==> config.mk <==
export PLATFORM = sky130hd
export DESIGN_NAME = osc_trim_twi_slave
export DESIGN_NICKNAME = d
export VERILOG_FILES = /design/src/rtl/osc_twi_pkg.sv /design/src/rtl/twi_line_sync.sv /design/src/rtl/twi_reg_bank.sv /design/src/rtl/twi_link_fsm.sv /design/src/rtl/osc_trim_twi_slave.sv
export SDC_FILE = /design/constraint.sdc
export NUM_CORES = 1
export LEC_CHECK = 0
export ABC_AREA = 0
export CAP_MARGIN = 20
export CORE_MARGIN = 3
export CORE_UTILIZATION = 55
export CTS_CLUSTER_SIZE = 12
export DETAILED_ROUTE_END_ITERATION = 6
export GPL_TIMING_DRIVEN = 0
export PLACE_DENSITY_LB_ADDON = 0.15
export SKIP_CTS_REPAIR_TIMING = 1
export SLEW_MARGIN = 20
export SYNTH_ARGS = -nofsm -noshare
export SYNTH_HDL_FRONTEND = slang
export SYNTH_HIERARCHICAL = 1
export SYNTH_SLANG_ARGS = --single-unit
export TNS_END_PERCENT = 30
==> constraint.sdc <==
create_clock -name clk -period 4.72 [get_ports clk]
set_input_delay 0.944 -clock clk [delete_from_list [all_inputs] [get_ports clk]]
set_output_delay 0.944 -clock clk [all_outputs]
set_load 0.01 [all_outputs]
==> src/rtl/osc_twi_pkg.sv <==
`timescale 1ns/1ps
// Package: shared command codes, device address, state types and command
// classification for the oscillator trim bus slave.
package osc_twi_pkg;

    localparam logic [7:0] CMD_FSEL = 8'h5D;
    localparam logic [7:0] CMD_CTL  = 8'h60;
    localparam logic [7:0] CMD_TEMP = 8'h64;
    localparam logic [7:0] CMD_TUNE = 8'h66;

    localparam logic [5:0] DEV_ADDR_HI = 6'b100010;

    typedef enum logic [2:0] {
        LS_IDLE,
        LS_RX,
        LS_RX_ACK,
        LS_TX,
        LS_TX_ACK,
        LS_WAIT
    } link_state_t;

    typedef enum logic [1:0] {
        RB_ADDR,
        RB_CMD,
        RB_DATA
    } rx_role_t;

    // True for every command byte the slave answers
    function automatic logic cmd_known(input logic [7:0] c);
        return (c == CMD_FSEL) || (c == CMD_CTL) || (c == CMD_TEMP) || (c == CMD_TUNE);
    endfunction

    // True for commands that accept a data byte in a write
    function automatic logic cmd_writable(input logic [7:0] c);
        return (c == CMD_FSEL) || (c == CMD_CTL) || (c == CMD_TUNE);
    endfunction

endpackage

==> src/rtl/twi_line_sync.sv <==
`timescale 1ns/1ps
// Synchronizer for one bus line: a STAGES-deep flop chain into the system
// clock, with single-cycle rise and fall strobes.
// Assumes STAGES >= 2 and that the line is idle-high (reset value 1).
module twi_line_sync #(
    parameter int STAGES = 2
) (
    input  logic clk,
    input  logic rst_n,
    input  logic line_i,
    output logic level_o,
    output logic rise_o,
    output logic fall_o
);

    logic [STAGES-1:0] chain_q;
    logic              last_q;

    // Shift the raw line through the chain and keep the previous synced level
    always_ff @(posedge clk) begin
        if (!rst_n) begin
            chain_q <= '1;
            last_q  <= 1'b1;
        end else begin
            chain_q <= {chain_q[STAGES-2:0], line_i};
            last_q  <= chain_q[STAGES-1];
        end
    end

    assign level_o = chain_q[STAGES-1];
    assign rise_o  = level_o & ~last_q;
    assign fall_o  = ~level_o & last_q;

endmodule

==> src/rtl/twi_reg_bank.sv <==
`timescale 1ns/1ps
// Register bank: divider select, control nibble and offset registers, plus
// the temperature byte path with a low-byte holding copy.
// Assumes a write strobe lasts one cycle and that cap_en pulses in the cycle
// where the first read byte is loaded, so byte 0 and the hold share a sample.
module twi_reg_bank
    import osc_twi_pkg::*;
#(
    parameter int TEMP_W = 10
) (
    input  logic              clk,
    input  logic              rst_n,
    input  logic              wr_en,
    input  logic [7:0]        wr_data,
    input  logic [7:0]        ptr,
    input  logic [1:0]        rd_idx,
    input  logic              cap_en,
    input  logic [TEMP_W-1:0] temp_code_i,
    output logic [7:0]        tx_byte,
    output logic [7:0]        fsel_o,
    output logic [7:0]        ctl_o,
    output logic [7:0]        tune_o
);

    localparam int PAD_W = 16 - TEMP_W;

    logic [15:0] temp_word;
    logic [7:0]  fsel_q, tune_q, hold_lo_q;
    logic [3:0]  ctl_q;

    // Left-justify the temperature code into a 16-bit word
    generate
        if (PAD_W > 0) begin : g_pad
            assign temp_word = {temp_code_i, {PAD_W{1'b0}}};
        end else begin : g_nopad
            assign temp_word = temp_code_i[15:0];
        end
    endgenerate

    // Store a write into the register the pointer selects
    always_ff @(posedge clk) begin
        if (!rst_n) begin
            fsel_q <= '0;
            ctl_q  <= '0;
            tune_q <= '0;
        end else if (wr_en) begin
            case (ptr)
                CMD_FSEL: fsel_q <= wr_data;
                CMD_CTL:  ctl_q  <= wr_data[3:0];
                CMD_TUNE: tune_q <= wr_data;
                default:  ;
            endcase
        end
    end

    // Capture the low temperature byte when the high byte is loaded
    always_ff @(posedge clk) begin
        if (!rst_n) begin
            hold_lo_q <= '0;
        end else if (cap_en && (ptr == CMD_TEMP)) begin
            hold_lo_q <= temp_word[7:0];
        end
    end

    // Select the byte to transmit from pointer and byte slot
    always_comb begin
        case (ptr)
            CMD_FSEL: tx_byte = fsel_q;
            CMD_CTL:  tx_byte = {4'b0000, ctl_q};
            CMD_TUNE: tx_byte = tune_q;
            CMD_TEMP: begin
                if (rd_idx == 2'd0)      tx_byte = temp_word[15:8];
                else if (rd_idx == 2'd1) tx_byte = hold_lo_q;
                else                     tx_byte = 8'h00;
            end
            default:  tx_byte = 8'h00;
        endcase
    end

    assign fsel_o = fsel_q;
    assign ctl_o  = {4'b0000, ctl_q};
    assign tune_o = tune_q;

endmodule

==> src/rtl/twi_link_fsm.sv <==
`timescale 1ns/1ps
// Bus protocol engine: START/STOP detection, byte shifting, address match,
// command decode, acknowledge generation and byte transmission.
// Assumes synchronized line levels and edge strobes, and an SCL low time of
// several system clocks so that the SDA pull-down settles before SCL rises.
module twi_link_fsm
    import osc_twi_pkg::*;
(
    input  logic       clk,
    input  logic       rst_n,
    input  logic       scl_hi,
    input  logic       scl_rise,
    input  logic       scl_fall,
    input  logic       sda_hi,
    input  logic       sda_rise,
    input  logic       sda_fall,
    input  logic       addr_lsb_i,
    input  logic [7:0] tx_byte,
    output logic       sda_pull,
    output logic       wr_en,
    output logic [7:0] wr_data,
    output logic [7:0] ptr,
    output logic [1:0] rd_idx,
    output logic       first_load
);

    link_state_t state_q;
    rx_role_t    role_q;
    logic        rw_q, mack_q, pull_q, wr_q;
    logic [3:0]  cnt_q;
    logic [7:0]  shreg_q, ptr_q;
    logic [1:0]  idx_q;
    logic        start_evt, stop_evt, ack_end;

    // Bus conditions: SDA moving while SCL stays high
    assign start_evt = scl_hi & sda_fall;
    assign stop_evt  = scl_hi & sda_rise;

    // End of the slave's acknowledge clock, and the first-byte load it causes
    assign ack_end    = (state_q == LS_RX_ACK) && scl_fall && !start_evt && !stop_evt;
    assign first_load = ack_end && (role_q == RB_ADDR) && rw_q;

    // Protocol state, shift register, pointer and SDA drive
    always_ff @(posedge clk) begin
        if (!rst_n) begin
            state_q <= LS_IDLE;
            role_q  <= RB_ADDR;
            rw_q    <= 1'b0;
            mack_q  <= 1'b0;
            pull_q  <= 1'b0;
            wr_q    <= 1'b0;
            cnt_q   <= '0;
            shreg_q <= '0;
            ptr_q   <= CMD_FSEL;
            idx_q   <= '0;
        end else begin
            wr_q <= 1'b0;
            if (start_evt) begin
                state_q <= LS_RX;
                role_q  <= RB_ADDR;
                cnt_q   <= '0;
                pull_q  <= 1'b0;
            end else if (stop_evt) begin
                state_q <= LS_IDLE;
                pull_q  <= 1'b0;
            end else begin
                case (state_q)
                    LS_RX: begin
                        if (scl_rise) begin
                            shreg_q <= {shreg_q[6:0], sda_hi};
                            cnt_q   <= cnt_q + 4'd1;
                        end else if (scl_fall && (cnt_q == 4'd8)) begin
                            case (role_q)
                                RB_ADDR: begin
                                    if (shreg_q[7:1] == {DEV_ADDR_HI, addr_lsb_i}) begin
                                        rw_q    <= shreg_q[0];
                                        idx_q   <= '0;
                                        pull_q  <= 1'b1;
                                        state_q <= LS_RX_ACK;
                                    end else begin
                                        state_q <= LS_WAIT;
                                    end
                                end
                                RB_CMD: begin
                                    if (cmd_known(shreg_q)) begin
                                        ptr_q   <= shreg_q;
                                        pull_q  <= 1'b1;
                                        state_q <= LS_RX_ACK;
                                    end else begin
                                        state_q <= LS_WAIT;
                                    end
                                end
                                default: begin
                                    if (cmd_writable(ptr_q)) begin
                                        wr_q    <= 1'b1;
                                        pull_q  <= 1'b1;
                                        state_q <= LS_RX_ACK;
                                    end else begin
                                        state_q <= LS_WAIT;
                                    end
                                end
                            endcase
                        end
                    end
                    LS_RX_ACK: begin
                        if (scl_fall) begin
                            cnt_q <= '0;
                            if ((role_q == RB_ADDR) && rw_q) begin
                                state_q <= LS_TX;
                                shreg_q <= tx_byte;
                                pull_q  <= ~tx_byte[7];
                            end else begin
                                state_q <= LS_RX;
                                pull_q  <= 1'b0;
                                role_q  <= (role_q == RB_ADDR) ? RB_CMD : RB_DATA;
                            end
                        end
                    end
                    LS_TX: begin
                        if (scl_fall) begin
                            if (cnt_q == 4'd7) begin
                                state_q <= LS_TX_ACK;
                                pull_q  <= 1'b0;
                            end else begin
                                shreg_q <= {shreg_q[6:0], 1'b0};
                                pull_q  <= ~shreg_q[6];
                                cnt_q   <= cnt_q + 4'd1;
                            end
                        end
                    end
                    LS_TX_ACK: begin
                        if (scl_rise) begin
                            mack_q <= ~sda_hi;
                            if (idx_q != 2'd2) idx_q <= idx_q + 2'd1;
                        end else if (scl_fall) begin
                            if (mack_q) begin
                                state_q <= LS_TX;
                                cnt_q   <= '0;
                                shreg_q <= tx_byte;
                                pull_q  <= ~tx_byte[7];
                            end else begin
                                state_q <= LS_WAIT;
                            end
                        end
                    end
                    default: ;
                endcase
            end
        end
    end

    assign sda_pull = pull_q;
    assign wr_en    = wr_q;
    assign wr_data  = shreg_q;
    assign ptr      = ptr_q;
    assign rd_idx   = idx_q;

endmodule

==> src/rtl/osc_trim_twi_slave.sv <==
`timescale 1ns/1ps
// Top: two-wire bus slave serving the oscillator trim registers and the
// temperature code. Both bus lines pass through synchronizers; SDA is driven
// only through an open-drain pull-down enable.
// Assumes sda_i carries the wired bus level, including this block's own pull.
module osc_trim_twi_slave #(
    parameter int TEMP_W      = 10,
    parameter int SYNC_STAGES = 2
) (
    input  logic              clk,
    input  logic              rst_n,
    input  logic              scl_i,
    input  logic              sda_i,
    input  logic              addr_lsb_i,
    input  logic [TEMP_W-1:0] temp_code_i,
    output logic              sda_pull_o,
    output logic [7:0]        fsel_o,
    output logic [7:0]        ctl_o,
    output logic [7:0]        tune_o
);

    localparam int N_LINES = 2;
    localparam int SCL_IX  = 1;
    localparam int SDA_IX  = 0;

    logic [N_LINES-1:0] raw_lines, lvl, rs, fl;
    logic [7:0]         tx_byte, wr_data, ptr;
    logic [1:0]         rd_idx;
    logic               wr_en, first_load;

    assign raw_lines = {scl_i, sda_i};

    // One synchronizer per bus line
    for (genvar li = 0; li < N_LINES; li++) begin : g_line
        twi_line_sync #(.STAGES(SYNC_STAGES)) u_sync (
            .clk     (clk),
            .rst_n   (rst_n),
            .line_i  (raw_lines[li]),
            .level_o (lvl[li]),
            .rise_o  (rs[li]),
            .fall_o  (fl[li])
        );
    end

    twi_link_fsm u_link (
        .clk        (clk),
        .rst_n      (rst_n),
        .scl_hi     (lvl[SCL_IX]),
        .scl_rise   (rs[SCL_IX]),
        .scl_fall   (fl[SCL_IX]),
        .sda_hi     (lvl[SDA_IX]),
        .sda_rise   (rs[SDA_IX]),
        .sda_fall   (fl[SDA_IX]),
        .addr_lsb_i (addr_lsb_i),
        .tx_byte    (tx_byte),
        .sda_pull   (sda_pull_o),
        .wr_en      (wr_en),
        .wr_data    (wr_data),
        .ptr        (ptr),
        .rd_idx     (rd_idx),
        .first_load (first_load)
    );

    twi_reg_bank #(.TEMP_W(TEMP_W)) u_regs (
        .clk         (clk),
        .rst_n       (rst_n),
        .wr_en       (wr_en),
        .wr_data     (wr_data),
        .ptr         (ptr),
        .rd_idx      (rd_idx),
        .cap_en      (first_load),
        .temp_code_i (temp_code_i),
        .tx_byte     (tx_byte),
        .fsel_o      (fsel_o),
        .ctl_o       (ctl_o),
        .tune_o      (tune_o)
    );

endmodule

Yosys cells after proc, flatten, opt, wreduce, memory -nomap -nowiden
Cells that the tools add are included.

Flip-flop bits (word level): 59. Word-level logic and storage cells: 178. Input port bits: 15. Output and inout port bits: 25.

Mux-type cells: 59. Reductions and logical operators: 36. Bitwise gates (word level): 19. Equal/unequal tests: 43. Add/sub/neg operators: 2.

Operators by type and width (number): two-way mux 8 bit (10); == test 8 x 7 -> 1 bit (second input constant) (8); case mux 8 bit (4 select lines) (2); two-way mux 3 bit (11); two-way mux 4 bit (7); inequality test 4 x 1 -> 1 bit (second input constant) (6); AND reduction 11 bit (2); inequality test 2 x 1 -> 1 bit (second input constant) (9); AND reduction 9 bit (2); two-way mux 2 bit (8); case mux 4 bit (4 select lines) (1); AND reduction 8 bit (2); two-way mux 1 bit (15); inequality test 2 bit (second input constant) (7); AND reduction 7 bit (2); NOT 1 bit (13); case mux 3 bit (4 select lines) (1); logical AND 1 bit (8); inequality test 4 x 2 -> 1 bit (second input constant) (2); AND reduction 4 bit (2); OR reduction 8 bit (1); == test 7 bit (1); AND 1 bit (6); == test 3 x 2 -> 1 bit (second input constant) (2); 21 further kinds (31).

Depth between registers and ports, before layout
Depth after elaboration: 11. Gate-level depth with buffers: 8. Gate-level depth less buffers: 7.

By module
Netlist, hierarchy kept.

By module, submodules not included: twi_link_fsm (area an instance 1739.2 um2, instances 1, sequential area each 620.6 um2, cells each 195); twi_reg_bank (area an instance 1202.4 um2, instances 1, sequential area each 440.4 um2, cells each 138); twi_line_sync (area an instance 91.3 um2, instances 2, sequential area each 60.1 um2, cells each 8).

Worst setup path after synthesis
OpenSTA, ideal clock, no wires.

Kind: reg2reg. Start: register u_link.ptr_q[0] (netlist: u_link/ptr[0]). End: register u_link.shreg_q[4] (netlist: u_link/wr_data[4]). Data arrival time: 1.941 ns. Slack: 2.693 ns. Cell stages (with the launch flop): 7. Library setup time: 0.086 ns. Buffers on the path: 1. Data required time: 4.634 ns. Clock period less this slack: 2.027 ns. Path through: dfxtp_1 > or4b_1 > buf_2 > or4b_1 > o221ai_1 > mux2i_1 > a211oi_1.

Longest elaborated chain between the ends: 6. Elaborated cells on any way between the ends: 11. Classes of those cells: 4 x eq/ne; 7 x mux.

RTL lines: start: declaration (line twi_link_fsm.sv:31) `logic [7:0] shreg_q, ptr_q;`; start signal: assignment (line twi_link_fsm.sv:86) `ptr_q <= shreg_q;`; == test 8 x 7 -> 1 bit (line twi_reg_bank.sv:67) `case (ptr)`; case mux 8 bit (4 select lines) (*) (line twi_reg_bank.sv:67); net tx_byte[4] (line osc_trim_twi_slave.sv:27) `logic [7:0] tx_byte, wr_data, ptr;`; two-way mux 8 bit (line twi_link_fsm.sv:136) `if (mack_q) begin`; two-way mux 8 bit (line twi_link_fsm.sv:135) `end else if (scl_fall) begin`; two-way mux 8 bit (line twi_link_fsm.sv:132) `if (scl_rise) begin`; case mux 8 bit (4 select lines) (*) (line twi_link_fsm.sv:67) `case (state_q)`; end signal: assignment (line twi_link_fsm.sv:70) `shreg_q <= {shreg_q[6:0], sda_hi};`; end signal: assignment (line twi_link_fsm.sv:125) `shreg_q <= {shreg_q[6:0], 1'b0};`; end signal: assignment (line twi_link_fsm.sv:139) `shreg_q <= tx_byte;`; end: declaration (line twi_link_fsm.sv:31).

Mark *: on every way through the listed nets, which the timed path passes. The rest lies on a longest branch. The select of a mux whose other input is x is not followed. A chain may end at the register's enable or synchronous reset.

Worst setup path after layout
Start: register u_link.ptr_q[0] (netlist: u_link/ptr[0]). End: register u_link.pull_q (netlist: u_link/sda_pull).

Longest elaborated chain between the ends: 7. Elaborated cells on any way between the ends: 16. Classes of those cells: 5 x eq/ne; 7 x mux; 1 x bitwise; 3 x reduce/logical.

RTL lines: == test 8 x 7 -> 1 bit (line twi_reg_bank.sv:67); case mux 8 bit (4 select lines) (*) (line twi_reg_bank.sv:67); net tx_byte[7] (line osc_trim_twi_slave.sv:27); NOT 1 bit (*) (line twi_link_fsm.sv:111, twi_link_fsm.sv:140); two-way mux 1 bit (line twi_link_fsm.sv:136); two-way mux 1 bit (line twi_link_fsm.sv:135); two-way mux 1 bit (line twi_link_fsm.sv:132); case mux 1 bit (4 select lines) (*) (line twi_link_fsm.sv:67); end signal: assignment (line twi_link_fsm.sv:111) `pull_q <= ~tx_byte[7];`; end signal: assignment (line twi_link_fsm.sv:126) `pull_q <= ~shreg_q[6];`; end signal: assignment (line twi_link_fsm.sv:140) `pull_q <= ~tx_byte[7];`; end: declaration (line twi_link_fsm.sv:29) `logic rw_q, mack_q, pull_q, wr_q;`.

Marked as above.

==> flow_metrics.env <==
export IMPL_dieArea_um2=6621
export IMPL_drv_cap=0
export IMPL_routed_via_density=5.956
export IMPL_fin_cells=473
export IMPL_postLayoutSetupSlackWorst_ns=2.144
export IMPL_fp_row_count=26
export IMPL_wirelength_um=7815
export IMPL_period_share_pct=54.58
export IMPL_drive_gt1_share_pct=10.92
export IMPL_max_slew_margin_pct=47.66
export IMPL_clockBufferDepth=2
export IMPL_num_antenna_cells=0
export IMPL_synth_avg_cell_area_um2=8.952
export IMPL_grtUsageMet2_pct=37.54
export IMPL_netlist_cell_type_count=62
export IMPL_tightest_slew_ns=0.7826
export IMPL_power_leakage_nw=1.504
export IMPL_grt_use_met1_pct=36.12
export IMPL_clk_pin_slew_ns=0.07
export IMPL_finalNetCount=416
export IMPL_overflow=0
export IMPL_fp_coreArea_um2=5303
export IMPL_ys_ff_latch=59
export IMPL_dp_cells=457
export IMPL_start_util_pct=58.92
export IMPL_switching_power_w=0.0003136
export IMPL_netlist_area_um2=3124
export IMPL_grt_met3_usage_pct=4.767
export IMPL_place_congestion=0.9081
export IMPL_route_detailed_wl_per_inst_um=16.52
export IMPL_cts_tree="yes"
export IMPL_arrival_ns=2.75
export IMPL_grt_pass1_wl_um=12730
export IMPL_p_int_w=0.0008611
export IMPL_yosysSeqAreaShare_pct=37.81
export IMPL_setup_viol=0
export IMPL_dpl_hpwl_um=5589
export IMPL_grt_pass1_vias=2638
export IMPL_cp_top_family="simple AND/OR/NAND/NOR gates"
export IMPL_worstPathRequired_ns=4.90
export IMPL_antenna_found_initial=0
export IMPL_async_flop_share_pct=0
export IMPL_p_seq_share_pct=46.3
export IMPL_drv_slew=0
export IMPL_p_sw_share_pct=26.70
export IMPL_layout_commonest_cell="dfxtp_1"
export IMPL_dp_slack_ns=1.837
export IMPL_slowest_stage="nor4b_2"
export IMPL_first_pass_iters=5
export IMPL_synthFlopType="dfxtp_1"
export IMPL_ctsRootBufferMaster="clkbuf_8"
export IMPL_io_buffer_count=35
export IMPL_ant_nets=0
export IMPL_cp_end_kind="flop"
export IMPL_cp_max_fo=6
export IMPL_hold_violations=0
export IMPL_grt_max_degree=20
export IMPL_fmax_ghz=0.3882
export IMPL_path_cells="nor4b_2 > nand4_1 > o221ai_1 > o21ai_0 > a32o_1 > mux2i_1 > a211oi_1"
export IMPL_synth_warnings=6
export IMPL_grt_usage_pct=25.20
export IMPL_syn_inst=349
export IMPL_fillers=410
export IMPL_cts_sinks=59
export IMPL_post_route_min_period_ns=2.576
export IMPL_p_per_area_nw_per_um2=310.5
export IMPL_synth_edf_count=0
export IMPL_min_path_type="reg2reg"
export IMPL_irDropWorstVdd_v=0.0001936
export IMPL_drc=0
export IMPL_rsz0062_at_grt="no"
export IMPL_combPwrFrac_pct=13.9
export IMPL_layout_common_cells="dfxtp_1 (59), nand2_1 (45), mux2i_1 (36)"
export IMPL_htree_levels=3
export IMPL_clock_latency_ns=0.33
export IMPL_vias=2817
export IMPL_power_frac_clock_pct=39.8
export IMPL_max_stage_delay_ns=0.68
export IMPL_fp_dieW_um=81.37
export IMPL_drtIter0Drc=267
export IMPL_synthToLayoutAreaGrowth_pct=21.11
export IMPL_die_height_um=81.37
export IMPL_critPathKind="reg2reg"
export IMPL_start_kind="flop"
export IMPL_top_usage_layer="met2"
export IMPL_fin_skew_ns=0.005825
export IMPL_outcome="finished clean"
export IMPL_num_io_pins=40
export IMPL_fin_tns_setup_ns=0
export IMPL_finalCoreUtilization_pct=71.35
export IMPL_cts_buffers=9
export IMPL_cp_num_buf_inv=0
[layout make-up]
class / count / area, µm² / area share [%]
multi-input cells: 261 / 1813 / 47.92
flip-flops and latches: 59 / 1181 / 31.22
repair buffers: 35 / 350.3 / 9.259
clock buffers: 12 / 155.1 / 4.101
plain buffers: 17 / 91.34 / 2.414
well taps: 70 / 87.58 / 2.315
inverters: 15 / 56.30 / 1.488
clock inverters: 4 / 48.80 / 1.290
[kinds of logic (layout without fill, tap and decap cells)]
group                    count (synthesis)  count (layout)  synth area share [%]
AO/OA/AOI/OAI                           64              64                 15.14
XOR/XNOR                                 1               1                0.2804
adder cells (fa/ha/maj)                  3               3                 1.202
buffers and inverters                   32              83                 4.726
flip-flops                              59              59                 37.81
multiplexers                            37              37                 11.89
other                                    1               4                0.1200
AND/OR/NAND/NOR                        152             152                 28.83
[cell usage after synthesis, types with 3 or more instances]
library cell / instances / area share, %
a211oi_1: 15 / 3.6
a21o_1: 3 / 0.72
a21oi_1: 10 / 1.6
a221o_1: 4 / 1.3
and2_1: 3 / 0.60
and3_1: 7 / 1.4
buf_2: 4 / 0.64
buf_4: 4 / 0.96
clkbuf_1: 8 / 0.96
dfxtp_1: 59 / 38
ha_1: 3 / 1.2
inv_1: 15 / 1.8
mux2i_1: 36 / 12
nand2_1: 45 / 5.4
nand2b_1: 8 / 1.6
nand3_1: 16 / 2.6
nand3b_1: 4 / 0.96
nor2_1: 21 / 2.5
nor2b_1: 10 / 2.0
nor4b_1: 4 / 1.1
nor4bb_1: 4 / 1.3
o21ai_0: 5 / 0.80
o221ai_1: 4 / 1.1
or3b_2: 5 / 1.4
or4b_1: 4 / 1.3
[sequential cells by signal, indices dropped and copies added, names as in the netlist, 2 cells and up]
signal                 count
g_line.u_sync/chain_q      4
u_regs/hold_lo_q           2
u_link/wr_data             8
u_link/ptr                 8
u_regs/ctl_q               4
u_link/role_q              2
u_link/cnt_q               4
g_line.u_sync/last_q       2
u_link/state_q             3
u_regs/fsel_o              8
u_regs/tune_o              8
u_link/rd_idx              2
[stage by stage]
| step | total power (W) | instance area [µm²] | hold WS [ns] |
|---|---|---|---|
| 2_1_floorplan | 0.0006619 | 3136 | 0.3863 |
| 3_3_place_gp | 0.0007091 | 3573 | 0.3886 |
| 3_5_place_dp | 0.0007134 | 3573 | 0.3980 |
| 4_1_cts | 0.001181 | 3777 | 0.4156 |
| 5_1_grt | 0.001225 | 3784 | 0.4407 |
| 6_report | 0.001175 | 3784 | 0.4166 |
[power groups by stage]
stage | Clock (W) | Sequential, W | Combinational [W]
after detailed placement | 0 | 0.000554 | 0.000159
after global placement | 0 | 0.000554 | 0.000156
after CTS | 0.000477 | 0.000543 | 0.000161
final | 0.000468 | 0.000544 | 0.000163
after floorplan | 0 | 0.000546 | 0.000116
after global routing | 0.000497 | 0.000548 | 0.000180
[final timing paths]
kind | start | to | slack (ns) | cells after the start
worst max-delay path | u_link/ptr[0] | u_link/sda_pull | 2.14 | 7
worst min-delay path | g_line[1].u_sync/chain_q[0] | g_line[1].u_sync/chain_q[1] | 0.42 | 1
worst max register to register | u_link/ptr[0] | u_link/sda_pull | 2.14 | 7
worst min register to register | g_line[1].u_sync/chain_q[0] | g_line[1].u_sync/chain_q[1] | 0.42 | 1
[metal layers]
layer | up-vias | wire [µm] | part of all wire (%)
met4 | 0 | 69 | 0.88
met2 | 102 | 3546 | 45
met3 | 7 | 446 | 5.7
met1 | 1345 | 3753 | 48
li1 | 1363 | - | -
met5 | - | 0 | 0
Note: power is estimated with default switching activity, not from simulation.
